**src/rtl/extpin_irq_pkg.sv**
```systemverilog
package extpin_irq_pkg;

  localparam int ADDR_W   = 3;
  localparam int WORD_W   = 32;
  localparam int PRIO_W   = 4;
  localparam int MODE_BIT = 23;

  typedef enum logic [ADDR_W-1:0] {
    A_SENSE = 3'd0,
    A_PRIO  = 3'd1,
    A_SRC   = 3'd2,
    A_MSET  = 3'd3,
    A_MCLR  = 3'd4,
    A_CTRL  = 3'd5
  } reg_sel_e;

  typedef enum logic [3:0] {
    TRG_FALL = 4'd0,
    TRG_RISE = 4'd1,
    TRG_LOW  = 4'd2,
    TRG_HIGH = 4'd3,
    TRG_BOTH = 4'd4
  } trig_e;

  // lowest bit of pin's packed field, fields filled from the top of the word
  function automatic int field_lsb(int pin, int fw);
    return WORD_W - (pin + 1) * fw;
  endfunction

  // bit of pin in a one-bit-per-pin register of width bw
  function automatic int bit_pos(int pin, int bw);
    return bw - 1 - pin;
  endfunction

  // trigger decision for one pin given current and previous sample
  function automatic logic trig_hit(logic [3:0] code, logic cur, logic prev);
    case (code)
      TRG_FALL: return prev & ~cur;
      TRG_RISE: return ~prev & cur;
      TRG_LOW:  return ~cur;
      TRG_HIGH: return cur;
      TRG_BOTH: return prev ^ cur;
      default:  return 1'b0;
    endcase
  endfunction

  function automatic logic prio_open(logic [PRIO_W-1:0] p);
    return |p;
  endfunction

endpackage

```
**src/rtl/extpin_pin_detect.sv**
```systemverilog
module extpin_pin_detect
  import extpin_irq_pkg::*;
#(
  parameter int SENSE_W = 4
) (
  input  logic               clk_i,
  input  logic               rst_ni,
  input  logic               pin_i,
  input  logic [SENSE_W-1:0] code_i,
  output logic               evt_o
);

  logic       pin_q;
  logic [3:0] code4;

  always_ff @(posedge clk_i) begin
    if (!rst_ni) pin_q <= 1'b0;
    else         pin_q <= pin_i;
  end

  always_comb begin
    code4 = '0;
    code4[SENSE_W-1:0] = code_i;
  end

  assign evt_o = trig_hit(code4, pin_i, pin_q);

endmodule

```
**src/rtl/extpin_regs.sv**
```systemverilog
module extpin_regs
  import extpin_irq_pkg::*;
#(
  parameter int NPIN    = 8,
  parameter int SENSE_W = 4,
  parameter int BIT_W   = 8
) (
  input  logic                           clk_i,
  input  logic                           rst_ni,
  input  logic [ADDR_W-1:0]              addr_i,
  input  logic                           we_i,
  input  logic [WORD_W-1:0]              wdata_i,
  output logic [WORD_W-1:0]              rdata_o,
  input  logic [NPIN-1:0]                ev_i,
  output logic [NPIN-1:0][SENSE_W-1:0]   sense_o,
  output logic [NPIN-1:0][PRIO_W-1:0]    prio_o,
  output logic [NPIN-1:0]                pend_o,
  output logic [NPIN-1:0]                mask_o,
  output logic                           mode_o
);

  reg_sel_e sel;
  logic hit_sense, hit_prio, hit_src, hit_mset, hit_mclr, hit_ctrl;

  logic [NPIN-1:0][SENSE_W-1:0] sense_q, wr_sense;
  logic [NPIN-1:0][PRIO_W-1:0]  prio_q, wr_prio;
  logic [NPIN-1:0]              pend_q, mask_q, wr_bits, clr_vec;
  logic                         mode_q;
  logic [WORD_W-1:0]            rd;

  assign sel       = reg_sel_e'(addr_i);
  assign hit_sense = we_i && (sel == A_SENSE);
  assign hit_prio  = we_i && (sel == A_PRIO);
  assign hit_src   = we_i && (sel == A_SRC);
  assign hit_mset  = we_i && (sel == A_MSET);
  assign hit_mclr  = we_i && (sel == A_MCLR);
  assign hit_ctrl  = we_i && (sel == A_CTRL);

  for (genvar p = 0; p < NPIN; p++) begin : g_field
    localparam int SL = field_lsb(p, SENSE_W);
    localparam int PL = field_lsb(p, PRIO_W);
    localparam int BP = bit_pos(p, BIT_W);
    assign wr_sense[p] = wdata_i[SL +: SENSE_W];
    assign wr_prio[p]  = wdata_i[PL +: PRIO_W];
    assign wr_bits[p]  = wdata_i[BP];
  end

  // pins written 0 in a pending-register write
  assign clr_vec = hit_src ? ~wr_bits : '0;

  always_ff @(posedge clk_i) begin
    if (!rst_ni) begin
      sense_q <= '0;
      prio_q  <= '0;
      pend_q  <= '0;
      mask_q  <= '1;
      mode_q  <= 1'b0;
    end else begin
      if (hit_sense) sense_q <= wr_sense;
      if (hit_prio)  prio_q  <= wr_prio;
      if (hit_ctrl)  mode_q  <= wdata_i[MODE_BIT];
      // a fresh event outranks a clear landing in the same cycle
      pend_q <= ev_i | (pend_q & ~clr_vec);
      if (hit_mset)      mask_q <= mask_q | wr_bits;
      else if (hit_mclr) mask_q <= mask_q & ~wr_bits;
    end
  end

  always_comb begin
    rd = '0;
    case (sel)
      A_SENSE: for (int p = 0; p < NPIN; p++) rd[field_lsb(p, SENSE_W) +: SENSE_W] = sense_q[p];
      A_PRIO:  for (int p = 0; p < NPIN; p++) rd[field_lsb(p, PRIO_W) +: PRIO_W] = prio_q[p];
      A_SRC:   for (int p = 0; p < NPIN; p++) rd[bit_pos(p, BIT_W)] = pend_q[p];
      A_CTRL:  rd[MODE_BIT] = mode_q;
      default: rd = '0;
    endcase
  end

  assign rdata_o = rd;
  assign sense_o = sense_q;
  assign prio_o  = prio_q;
  assign pend_o  = pend_q;
  assign mask_o  = mask_q;
  assign mode_o  = mode_q;

  AST_EVENT_SETS_PEND: assert property (@(posedge clk_i) disable iff (!rst_ni)
    (ev_i != '0) |=> ((pend_q & $past(ev_i)) == $past(ev_i)));
  AST_PEND_NEEDS_EVENT: assert property (@(posedge clk_i) disable iff (!rst_ni)
    ((pend_q & ~$past(pend_q) & ~$past(ev_i)) == '0));
  AST_CLEAR_DROPS: assert property (@(posedge clk_i) disable iff (!rst_ni)
    hit_src |=> ((pend_q & $past(clr_vec) & ~$past(ev_i)) == '0));
  AST_MASK_SET: assert property (@(posedge clk_i) disable iff (!rst_ni)
    hit_mset |=> ((mask_q & $past(wr_bits)) == $past(wr_bits)));
  AST_MASK_CLR: assert property (@(posedge clk_i) disable iff (!rst_ni)
    hit_mclr |=> ((mask_q & $past(wr_bits)) == '0));
  AST_MASK_HOLD: assert property (@(posedge clk_i) disable iff (!rst_ni)
    !(hit_mset || hit_mclr) |=> $stable(mask_q));

endmodule

```
**src/rtl/extpin_out_gate.sv**
```systemverilog
module extpin_out_gate
  import extpin_irq_pkg::*;
#(
  parameter int NPIN = 8
) (
  input  logic                        clk_i,
  input  logic                        rst_ni,
  input  logic [NPIN-1:0]             pend_i,
  input  logic [NPIN-1:0]             mask_i,
  input  logic [NPIN-1:0][PRIO_W-1:0] prio_i,
  input  logic                        mode_i,
  output logic [NPIN-1:0]             irq_o,
  output logic                        irq_any_o
);

  logic [NPIN-1:0] gate_open;

  for (genvar p = 0; p < NPIN; p++) begin : g_gate
    assign gate_open[p] = prio_open(prio_i[p]) & ~mask_i[p];
    assign irq_o[p]     = pend_i[p] & gate_open[p] & mode_i;

    AST_PRIO_ZERO_BLOCKS: assert property (@(posedge clk_i) disable iff (!rst_ni)
      (prio_i[p] == '0) |-> !irq_o[p]);
  end

  assign irq_any_o = |irq_o;

endmodule

```
**src/rtl/extpin_irq_ctrl.sv**
```systemverilog
module extpin_irq_ctrl
  import extpin_irq_pkg::*;
#(
  parameter int NPIN    = 8,
  parameter int SENSE_W = 4,
  parameter int BIT_W   = 8
) (
  input  logic              clk_i,
  input  logic              rst_ni,
  input  logic [2:0]        bus_addr_i,
  input  logic              bus_we_i,
  input  logic [31:0]       bus_wdata_i,
  output logic [31:0]       bus_rdata_o,
  input  logic [NPIN-1:0]   pin_i,
  output logic [NPIN-1:0]   irq_o,
  output logic              irq_any_o
);

  logic [NPIN-1:0]              trig_evt;
  logic [NPIN-1:0][SENSE_W-1:0] sense;
  logic [NPIN-1:0][PRIO_W-1:0]  prio;
  logic [NPIN-1:0]              pend, mask;
  logic                         mode;

  for (genvar p = 0; p < NPIN; p++) begin : g_det
    extpin_pin_detect #(.SENSE_W(SENSE_W)) u_det (
      .clk_i (clk_i),
      .rst_ni(rst_ni),
      .pin_i (pin_i[p]),
      .code_i(sense[p]),
      .evt_o (trig_evt[p])
    );
  end

  extpin_regs #(.NPIN(NPIN), .SENSE_W(SENSE_W), .BIT_W(BIT_W)) u_regs (
    .clk_i  (clk_i),
    .rst_ni (rst_ni),
    .addr_i (bus_addr_i),
    .we_i   (bus_we_i),
    .wdata_i(bus_wdata_i),
    .rdata_o(bus_rdata_o),
    .ev_i   (trig_evt),
    .sense_o(sense),
    .prio_o (prio),
    .pend_o (pend),
    .mask_o (mask),
    .mode_o (mode)
  );

  extpin_out_gate #(.NPIN(NPIN)) u_gate (
    .clk_i    (clk_i),
    .rst_ni   (rst_ni),
    .pend_i   (pend),
    .mask_i   (mask),
    .prio_i   (prio),
    .mode_i   (mode),
    .irq_o    (irq_o),
    .irq_any_o(irq_any_o)
  );

  AST_OUT_NEEDS_PEND: assert property (@(posedge clk_i) disable iff (!rst_ni)
    ((irq_o & ~pend) == '0));
  AST_OUT_NEEDS_UNMASK: assert property (@(posedge clk_i) disable iff (!rst_ni)
    ((irq_o & mask) == '0));
  AST_MODE_OFF_QUIET: assert property (@(posedge clk_i) disable iff (!rst_ni)
    !mode |-> (irq_o == '0 && !irq_any_o));

endmodule

```
**config.mk**
```make
export PLATFORM = sky130hd
export DESIGN_NAME = extpin_irq_ctrl
export DESIGN_NICKNAME = d
export VERILOG_FILES = /design/src/rtl/extpin_irq_pkg.sv /design/src/rtl/extpin_pin_detect.sv /design/src/rtl/extpin_regs.sv /design/src/rtl/extpin_out_gate.sv /design/src/rtl/extpin_irq_ctrl.sv
export SDC_FILE = /design/constraint.sdc
export NUM_CORES = 1
export LEC_CHECK = 0
export BUFFER_PORTS_ARGS = -buffer_cell sky130_fd_sc_hd__buf_2
export CORE_MARGIN = 2
export CORE_UTILIZATION = 30
export DETAILED_ROUTE_END_ITERATION = 7
export HOLD_SLACK_MARGIN = 0.12
export PLACE_DENSITY = 0.53
export SYNTH_ARGS = -nofsm -noshare
export SYNTH_HDL_FRONTEND = slang
export SYNTH_SLANG_ARGS = --single-unit
```
**constraint.sdc**
```tcl
create_clock -name clk_i -period 1.3 [get_ports clk_i]
set_clock_uncertainty 0.15 [all_clocks]
set_input_delay 0.13 -clock clk_i [delete_from_list [all_inputs] [get_ports clk_i]]
set_output_delay 0.13 -clock clk_i [all_outputs]
set_load 0.01 [all_outputs]
```
==> results.ini <==
[min_path]
hold_end = u_regs.sense_o[17]
hold_path.class = input port to flip-flop
hp-start = rst_ni
hold_depth = 3

[synth]
ys_seq_area_share_pct = 39.3
synth.top_cell.area_share_pct = 39.3
synthCells = 570
synth_top_family_by_area = compound AO/OA/AOI/OAI gates
syn-num-nets = 632
avgSynthCellArea_sq_um = 7.96
synthSimpleGateAreaFrac_pct = 23.4
synth_cell_types = 32
synthMuxAreaShare_pct = 2.21
synth_xor_area_share_pct = 0
synth.area.top_cells = dfxtp_1 (39%), nand2_1 (12%), a21boi_1 (9.9%)
ys.warnings.count = 0
synth_compound_area_share_pct = 24.1
netlist_area_sq_um = 4540
yosys.area.top_type = dfxtp_1
ys_ff_latch = 89
synth-adder-area-share_pct = 4.41

[clocking]
cts-htree-levels = 3
cts_tree = built
clock-sinks = 89
root_buffer = clkbuf_16
worstSkewPairLatency_ps = 350
cts_buffers = 9
clk_path_buf_depth = 2
clk_pin_slew_ps = 60

[worst_setup_path]
crit_start = u_regs.prio_o[20]
reg2reg_to = u_regs.pend_o[2]
crit_buf_inv = 1
timing.rr.start = u_regs.sense_o[9]
cp_data_required_time_ps = 1020
arrival_ps = 1750
path_delay_family = simple AND/OR/NAND/NOR gates
cp-start-kind = flip-flop
r2r_slack_ps = 10
rr_worst_depth = 5
cp_cell_sequence = nor4_4, nor3b_2, o41ai_1, nand2_1, buf_2
slowest_stage = dfxtp_4
worst-path-max-fanout = 2
cp-end-kind = output pin
slowest_delay_ps = 360
crit_cells = 5
path_class = flip-flop to output pin

[drt]
avgRoutedWirePerCell_um = 16.3
drc = 0
drtIter0Drc = 201
postRouteAntennaNets = 0
vias_per_cell = 4.97
vias = 4853
drt-pass1-iter-count = 5
wl_um = 15900

[timing]
setup_tns_ps = -8550
fin_crit_sh_pct = 156
final_hold_viol_count = 0
setup_viol = 41
max_clock_freq_mhz = 492
maxSlewViolCount = 0
setup_ws_ps = -731
period_needed_ps = 2030
tightest_slew_ps = 341
maxSlewHeadroom_pct = 77.2
rsz0062_at_grt = yes
hold_slack_ps = 144

[pwr]
power.leakage_nw = 3.23
peakVddDrop_uv = 1080
power_w = 0.00684
p_per_area_nw_per_um2 = 918

[flow_run]
cap_violations = 0

[place]
port_buffers = 86
dp_hpwl_um = 10500
gp_congestion = 0.838
dp_slack_ps = -468

[global_route]
grt_antenna_before_repair = 0
gr-total-overflow = 0
grt_pass1_wl_um = 25100
grt_usage_pct = 19.8
grt_max_degree = 54
grt_pass1_vias = 4954

[die]
io_pins = 87
fp.dieW_um = 127
dieArea_sq_um = 16100
die_h_um = 127
start_util_pct = 31.0
num_rows = 44
coreArea_sq_um = 14600

[final_layout]
regArea_sq_um = 1870
area_delta_synth_final_pct = 64.4
multi_input_area_sq_um = 2880
nets = 850
drive_gt1_share_pct = 41.3
nFillCells = 1402
final_util_pct = 50.9
diodes = 0

[status]
violations = setup timing
status = complete, but fails checks

[Yosys cell counts, drive strengths merged]
| cell type | number |
|---|---|
| and3 | 1 |
| a21boi | 64 |
| inv | 32 |
| and3b | 1 |
| buf | 16 |
| and2b | 2 |
| nor3 | 5 |
| and2 | 14 |
| nor2b | 11 |
| o41ai | 1 |
| o21ai | 25 |
| nor4 | 9 |
| a21oi | 16 |
| o31ai | 8 |
| o211ai | 8 |
| nand3b | 8 |
| nand3 | 9 |
| mux2i | 10 |
| a31oi | 1 |
| nor2 | 26 |
| clkbuf | 18 |
| nor3b | 5 |
| a22o | 23 |
| a211o | 8 |
| ha | 16 |
| nand2 | 144 |
| dfxtp | 89 |
[worst max-delay path by stage]
stage	to	slack [ps]
6_report	irq_any_o	-730
5_1_grt	irq_any_o	-790
4_1_cts	irq_any_o	-700
3_5_place_dp	irq_any_o	-470
3_3_place_gp	irq_any_o	-490
2_1_floorplan	irq_any_o	-80
[state kept, by name, indices dropped and copies added (netlist names), named ones only]
register           count
u_regs.sense_o        32
g_det.u_det.pin_q      8
u_regs.pend_o          8
u_regs.mode_o          1
u_regs.prio_o         32
[power breakdown]
group	total, W	internal (W)	switching (W)
combinational	0.00103	0.000560	0.000465
clock	0.00291	0.00183	0.00108
sequential	0.00291	0.00282	0.0000903
total	0.00684	0.00521	0.00163
[cell type report]
type,instances,share of cell area [%]
sequential,89,25.1
tap,184,3.09
inverter,32,1.61
clock inverter,2,0.805
clock buffer,13,3.62
multi-input combinational,415,38.6
timing repair buffer,241,27.2
[metal layers]
layer  GRT usage (%)  vias to the layer above  part of all wire, %
li1                -                     2371                    -
met1            24.7                     2332                   44
met2            34.1                      138                   49
met3            4.93                       12                  6.2
met4            5.11                        0                 0.97
met5               0                        -                    0
[what timing repair did]
action                                  in CTS  in global routing
pin swaps                                   59                 48
endpoints found under the setup margin      48                 50
hold endpoints to repair                    89                  9
setup buffers                               12                  7
cloned                                       2                  1
gates resized for setup                    142                 74
hold buffers                                43                  1
[placed cells by master, fill, tap and decap left out, drive strengths merged, types with 9 or more instances in the layout]
cell,synthesis,layout
a21boi,64,64
a21oi,16,16
a22o,23,23
and2,14,14
buf,16,197
clkbuf,18,14
dfxtp,89,89
dlygate4sd3,0,42
ha,16,16
inv,32,32
mux2i,10,10
nand2,144,144
nand3,9,9
nor2,26,26
nor2b,11,11
nor4,9,9
o21ai,25,25
[kinds of logic (layout without fill, tap and decap cells)]
group,count (synthesis),count (layout)
and+or+nand+nor,235,235
AOI/OAI and AO/OA,154,154
DFF,89,89
buffers and inverters,66,288
adders and majority gates,16,16
muxes,10,10
[per-stage QoR]
step | instances | cell area [sq um]
after floorplan | 570 | 4550
after global placement | 901 | 5790
after detailed placement | 901 | 5790
after CTS | 973 | 7160
after global routing | 976 | 7460
final | 976 | 7460
[tightest hold or removal path, cell delays in order]
cell	delay, ps
buf_2	130
buf_4	200
a21boi_1	140
(Power assumes the default switching activity.)
